--- src/rtl/ctx_swap_pkg.sv ---
package ctx_swap_pkg;
    localparam int AW         = 32;
    localparam int DW         = 32;
    localparam int NUM_CH     = 4;
    localparam int CIPH_WORDS = 4;
    localparam int HASH_WORDS = 9;
    localparam int CH_W       = $clog2(NUM_CH);
    localparam int CI_W       = $clog2(CIPH_WORDS);
    localparam int IDX_W      = $clog2((HASH_WORDS > CIPH_WORDS) ? HASH_WORDS : CIPH_WORDS);

    typedef enum logic {ST_IDLE, ST_XFER} xfer_st_e;

    typedef struct packed {
        xfer_st_e         st;
        logic             we;
        logic [CH_W-1:0]  chan;
        logic             part;     // 0 = cipher words, 1 = hash words
        logic             do_hash;
        logic [IDX_W-1:0] idx;
        logic [AW-1:0]    base;
        logic             done;
        logic             res_v;
        logic [CH_W-1:0]  res_ch;
    } ctx_reg_t;
endpackage

--- src/rtl/ctx_swap_addr.sv ---
module ctx_swap_addr #(
    parameter int AW         = 32,
    parameter int NUM_CH     = 4,
    parameter int CIPH_WORDS = 4,
    parameter int HASH_WORDS = 9,
    parameter int CH_W       = 2,
    parameter int IDX_W      = 4
) (
    input  logic [AW-1:0]    base,
    input  logic [CH_W-1:0]  chan,
    input  logic             part,
    input  logic [IDX_W-1:0] idx,
    output logic [AW-1:0]    addr
);
    localparam int SLOT_BYTES = (CIPH_WORDS + HASH_WORDS) * 4;
    localparam int HASH_OFS   = CIPH_WORDS * 4;

    // Highest channel takes the lowest slot.
    logic [CH_W-1:0] rank;
    assign rank = CH_W'(NUM_CH - 1) - chan;

    assign addr = base
                + AW'(rank) * AW'(SLOT_BYTES)
                + (part ? AW'(HASH_OFS) : AW'(0))
                + AW'({idx, 2'b00});
endmodule

--- src/rtl/ctx_swap.sv ---
module ctx_swap
    import ctx_swap_pkg::*;
(
    input  logic              clk,
    input  logic              rst_n,
    input  logic [AW-1:0]     ctx_base,
    input  logic              switch_off,
    input  logic              save_go,
    input  logic [CH_W-1:0]   save_chan,
    input  logic              save_cbc,
    input  logic              save_sha,
    input  logic              load_go,
    input  logic [CH_W-1:0]   load_chan,
    input  logic              load_cbc,
    input  logic              load_sha,
    input  logic [CIPH_WORDS*DW-1:0] cipher_cap,
    input  logic [HASH_WORDS*DW-1:0] hash_cap,
    output logic              busy,
    output logic              done,
    output logic              mem_req,
    output logic              mem_we,
    output logic [AW-1:0]     mem_addr,
    output logic [DW-1:0]     mem_wdata,
    input  logic              mem_ack,
    input  logic [DW-1:0]     mem_rdata,
    output logic              st_ld_en,
    output logic              st_ld_hash,
    output logic [IDX_W-1:0]  st_ld_idx,
    output logic [DW-1:0]     st_ld_data
);
    localparam int HW_SLOTS = 1 << IDX_W;

    ctx_reg_t q, d;

    // Word views of the captured engine state.
    logic [DW-1:0] cw [CIPH_WORDS];
    logic [DW-1:0] hw [HW_SLOTS];

    generate
        for (genvar g = 0; g < CIPH_WORDS; g++) begin : g_cw
            assign cw[g] = cipher_cap[g*DW +: DW];
        end
        for (genvar g = 0; g < HW_SLOTS; g++) begin : g_hw
            if (g < HASH_WORDS) begin : g_on
                assign hw[g] = hash_cap[g*DW +: DW];
            end else begin : g_off
                assign hw[g] = '0;
            end
        end
    endgenerate

    logic unused_base_lsb;
    assign unused_base_lsb = &{1'b0, ctx_base[1:0]};

    logic             xfer;
    logic [IDX_W-1:0] last_idx;
    assign xfer     = (q.st == ST_XFER);
    assign last_idx = q.part ? IDX_W'(HASH_WORDS - 1) : IDX_W'(CIPH_WORDS - 1);

    always_comb begin
        d      = q;
        d.done = 1'b0;
        unique case (q.st)
            ST_IDLE: begin
                if (save_go) begin
                    if (!switch_off) begin
                        d.res_v  = 1'b1;
                        d.res_ch = save_chan;
                    end
                    if (switch_off || !(save_cbc || save_sha)) begin
                        d.done = 1'b1;
                    end else begin
                        d.st      = ST_XFER;
                        d.we      = 1'b1;
                        d.chan    = save_chan;
                        d.part    = !save_cbc;
                        d.do_hash = save_sha;
                        d.idx     = '0;
                        d.base    = {ctx_base[AW-1:2], 2'b00};
                    end
                end else if (load_go) begin
                    if (!switch_off) begin
                        d.res_v  = 1'b1;
                        d.res_ch = load_chan;
                    end
                    if (switch_off || (q.res_v && q.res_ch == load_chan)
                        || !(load_cbc || load_sha)) begin
                        d.done = 1'b1;
                    end else begin
                        d.st      = ST_XFER;
                        d.we      = 1'b0;
                        d.chan    = load_chan;
                        d.part    = !load_cbc;
                        d.do_hash = load_sha;
                        d.idx     = '0;
                        d.base    = {ctx_base[AW-1:2], 2'b00};
                    end
                end
            end
            ST_XFER: begin
                if (mem_ack) begin
                    if (q.idx == last_idx) begin
                        if (!q.part && q.do_hash) begin
                            d.part = 1'b1;
                            d.idx  = '0;
                        end else begin
                            d.st   = ST_IDLE;
                            d.done = 1'b1;
                        end
                    end else begin
                        d.idx = q.idx + 1'b1;
                    end
                end
            end
            default: d.st = ST_IDLE;
        endcase
    end

    always_ff @(posedge clk) begin
        if (!rst_n) begin
            q <= '0;
        end else begin
            q <= d;
        end
    end

    ctx_swap_addr #(
        .AW(AW), .NUM_CH(NUM_CH), .CIPH_WORDS(CIPH_WORDS),
        .HASH_WORDS(HASH_WORDS), .CH_W(CH_W), .IDX_W(IDX_W)
    ) u_addr (
        .base (q.base),
        .chan (q.chan),
        .part (q.part),
        .idx  (q.idx),
        .addr (mem_addr)
    );

    assign busy       = xfer;
    assign done       = q.done;
    assign mem_req    = xfer;
    assign mem_we     = q.we;
    assign mem_wdata  = q.part ? hw[q.idx] : cw[q.idx[CI_W-1:0]];
    assign st_ld_en   = xfer && !q.we && mem_ack;
    assign st_ld_hash = q.part;
    assign st_ld_idx  = q.idx;
    assign st_ld_data = mem_rdata;

    AST_REQ_HOLD: assert property (@(posedge clk) disable iff (!rst_n)
        mem_req && !mem_ack |=> mem_req && $stable(mem_addr) && $stable(mem_we));
    AST_ADDR_STEP: assert property (@(posedge clk) disable iff (!rst_n)
        mem_req && mem_ack |=> !mem_req || mem_addr == $past(mem_addr) + 32'd4);
    AST_DONE_QUIET: assert property (@(posedge clk) disable iff (!rst_n)
        done |-> !busy && !mem_req);
    AST_LD_ON_READ: assert property (@(posedge clk) disable iff (!rst_n)
        st_ld_en |-> mem_req && mem_ack && !mem_we);
    AST_SWITCH_OFF: assert property (@(posedge clk) disable iff (!rst_n)
        $rose(busy) |-> !$past(switch_off));
    AST_ALIGNED: assert property (@(posedge clk) disable iff (!rst_n)
        mem_req |-> mem_addr[1:0] == 2'b00);
endmodule

--- config.mk ---
export PLATFORM = sky130hd
export DESIGN_NAME = ctx_swap
export DESIGN_NICKNAME = d
export VERILOG_FILES = /design/src/rtl/ctx_swap_pkg.sv /design/src/rtl/ctx_swap_addr.sv /design/src/rtl/ctx_swap.sv
export SDC_FILE = /design/constraint.sdc
export NUM_CORES = 1
export LEC_CHECK = 0
export ABC_AREA = 1
export BUFFER_PORTS_ARGS = -buffer_cell sky130_fd_sc_hd__buf_2
export CORE_AREA = 2 2 236 238
export CTS_CLUSTER_DIAMETER = 120
export DETAILED_ROUTE_END_ITERATION = 8
export DIE_AREA = 0 0 238 240
export HOLD_SLACK_MARGIN = 0.08
export PLACE_DENSITY = 0.44
export SLEW_MARGIN = 20
export SYNTH_ARGS = -nofsm -noshare
export SYNTH_HDL_FRONTEND = slang
export SYNTH_SLANG_ARGS = --single-unit
--- constraint.sdc ---
create_clock -name clk -period 4.1 [get_ports clk]
set_clock_uncertainty 0.15 [all_clocks]
set_input_delay 0.41 -clock clk [delete_from_list [all_inputs] [get_ports clk]]
set_output_delay 0.41 -clock clk [all_outputs]
set_load 0.01 [all_outputs]
==> impl_metrics.csv <==
group,metric,value,unit
clock_tree,clock-sinks,44,
timing,finalSetupViolations,0,
clock_tree,clk-insertion-delay-late,290,ps
yosys,synth_seq_cells,44,
yosys,synth_common_cells,"nor2_1, o21ai_0, nand2_1",
run,drv_cap,0,
setup_path,worstPathMaxFanout,5,
drt,wl_per_cell,19.6,microns
setup_path,cp-start-kind,"flip-flop",
finish,fillers,6481,
place,dpl_cell_area,9990,sq um
yosys,synthFlopType,"dfxtp_1",
clock_tree,cts.clk_slew.worst_paths,70,ps
power_and_ir_drop,p_total,2440,uW
yosys,yosys-top-cells-area,"dfxtp_1, o21ai_0, nor2_1",
die,die_w,238,microns
die,ios,600,
timing,period_needed,3910,ps
hold_path,min_path_type,"primary input to flip-flop",
power_and_ir_drop,switching_share,44.4,%
yosys,synthesis.area,7020,sq um
setup_path,cp.arrival,3350,ps
clock_tree,cts_buffers,5,
timing,max_clock_freq,256,MHz
clock_tree,cts_root_buf,"clkbuf_16",
yosys,synth_cell_types,38,
global_routing,grt_pass1_vias,10438,
place,post-dp-hpwl,37500,microns
die,rows,86,
drt,num_vias,10510,
drt,via_per_inst,4.43,
run_status,status,"finished, final reports clean",
global_routing,antenna_found_initial,13,
finish,final_nets,2177,
yosys,yosysSeqAreaShare,12.5,%
clock_tree,cts_tree,"done",
finish,multi_input_area,5010,sq um
global_routing,grt_overflow,0,
finish,seq_area,893,sq um
yosys,synth_edf_count,0,
power_and_ir_drop,switchingPower,1080,uW
finish,fin_cells,2374,
die,core_area,54700,sq um
global_routing,grt_first_pass_wirelength,66000,microns
global_routing,grt_start_max_net_pins,95,
power_and_ir_drop,pwr-share-clk,23.0,%
clock_tree,hold_buffers,0,
yosys,synth_cells,1230,
yosys,async_reset_ff_share,0,%
drt,drc_errors,0,
clock_tree,clk_path_buf_depth,2,
setup_path,critPathRequiredTime,3540,ps
drt,wl,46500,microns
power_and_ir_drop,ir_drop,0.000188,V
yosys,netlist.area_leader.share,12.5,%
yosys,synth-warning-count,0,
finish,fin_area,10300,sq um
place,gp_congestion,0.932,
yosys,yosys.area.top_type,"dfxtp_1",
place,dp.cells,2357,
yosys,post-synth-top-count-cell,"nor2_1",
drt,ant_nets,0,
drt,drtIter0Drc,603,
finish,final_core_util,18.8,%
die,start_util,12.8,%
power_and_ir_drop,cell_internal_pwr,1360,uW
die,die_h,240,microns
yosys,avgSynthCellArea,5.71,sq um
finish,syn_to_final_growth,46.0,%
setup_path,endpoint_kind,"output port",
timing,post-route-period-util,95.3,%
timing,tightest_slew,1100,ps
drt,first_pass_iters,5,
clock_tree,cts.htree.levels,2,
timing,drv_slew,0,
power_and_ir_drop,power_frac_comb,57.0,%
power_and_ir_drop,p_seq_share,20.0,%
timing,max_slew_margin,26.6,%
power_and_ir_drop,power_leakage,0.00489,uW
place,io_buffers,531,
setup_path,crit_type,"flip-flop to output port",
power_and_ir_drop,power_density,238,nW/um^2
finish,drive_gt1_share,36.2,%
die,die-area,57100,sq um
global_routing,grtUsageTotal,15.3,%
timing,report.final.hold_viol_count,0,
## worst max-delay path: stages (launching register included)
cell     delay, ps
dfxtp_4        340
inv_1           60
fa_1           530
inv_1           60
fa_1           480
ha_1           170
inv_1           70
fa_2           390
inv_1           60
nand3_1         70
nand2_2        100
a21oi_4         90
nor2_4         110
buf_6          130
nand3_1         80
xnor2_1        170
buf_2          150
## layout make-up
type                    instances  area share, %
diodes                          8          0.195
clock buffers                   6           1.46
clock inverters                 2          0.586
inverters                      87           3.21
multi-input cells             962           48.8
flip-flops and latches         44           8.71
well taps                     704           8.59
repair buffers                561           28.4
## cell usage in the layout, fill, tap and decap left out, types with 5 or more instances in the layout
cell type	instances
a21oi_1	47
ha_1	16
nor2_1	205
o21ai_0	171
fa_1	5
o21ai_1	76
nand4_1	39
nor2_4	6
diode_2	8
dfxtp_1	40
a22oi_1	31
nand2_1	140
xnor2_1	8
buf_4	27
inv_1	83
nand3_1	118
xor2_1	16
clkbuf_16	6
nand3_2	7
buf_2	531
nor3_1	5
o22ai_1	49
## per-stage QoR
step | hold slack, ps | TNS, ps | worst slack, ps
2_1_floorplan | 289 | 0 | 386
3_3_place_gp | 306 | 0 | 316
3_5_place_dp | 306 | 0 | 357
4_1_cts | 229 | 0 | 14.5
5_1_grt | 239 | -5.31 | -5.31
6_report | 236 | 0 | 191
## flip-flops by register name, summed over array words and instances (netlist names)
register    count
done            1
st_ld_hash      1
q              36
mem_we          1
busy            1
st_ld_idx       4
## power groups by stage
stage / combinational (uW) / sequential, uW / clock, uW
4_1_cts: 1410 / 488 / 578
6_report: 1390 / 488 / 563
5_1_grt: 1540 / 492 / 593
3_5_place_dp: 1410 / 498 / 0
3_3_place_gp: 1400 / 497 / 0
2_1_floorplan: 781 / 487 / 0
## cells by family after synthesis
kind of cell / share of synthesized area [%]
other: 0.0534
XOR/XNOR: 2.99
AO/OA/AOI/OAI: 29.2
adder cells (fa/ha/maj): 4.56
flip-flops: 12.5
AND/OR/NAND/NOR: 33.8
buffers and inverters: 16.8
## per-layer routing
| metal | global-route usage, % | share of wire [%] |
|---|---|---|
| met1 | 18.8 | 42 |
| met2 | 27.2 | 49 |
| met3 | 2.90 | 7.5 |
| met4 | 3.75 | 1.8 |
| met5 | 0 | 0.047 |
## worst paths after layout
check | from | endpoint | slack [ps] | cells past startpoint
worst min-delay path | ctx_base[29] | q[33] | 240 | 3
worst min register to register | q[8] | q[8] | 310 | 2
worst max-delay path | st_ld_hash | mem_addr[20] | 190 | 16
worst max register to register | st_ld_idx[3] | done | 1140 | 9
## what timing repair did
action	in CTS	in global routing
endpoints found under the hold margin	0	0
setup endpoints to repair	0	8
buffers inserted	0	1
resized for setup	0	6
Power figures use the tool's default switching activity.
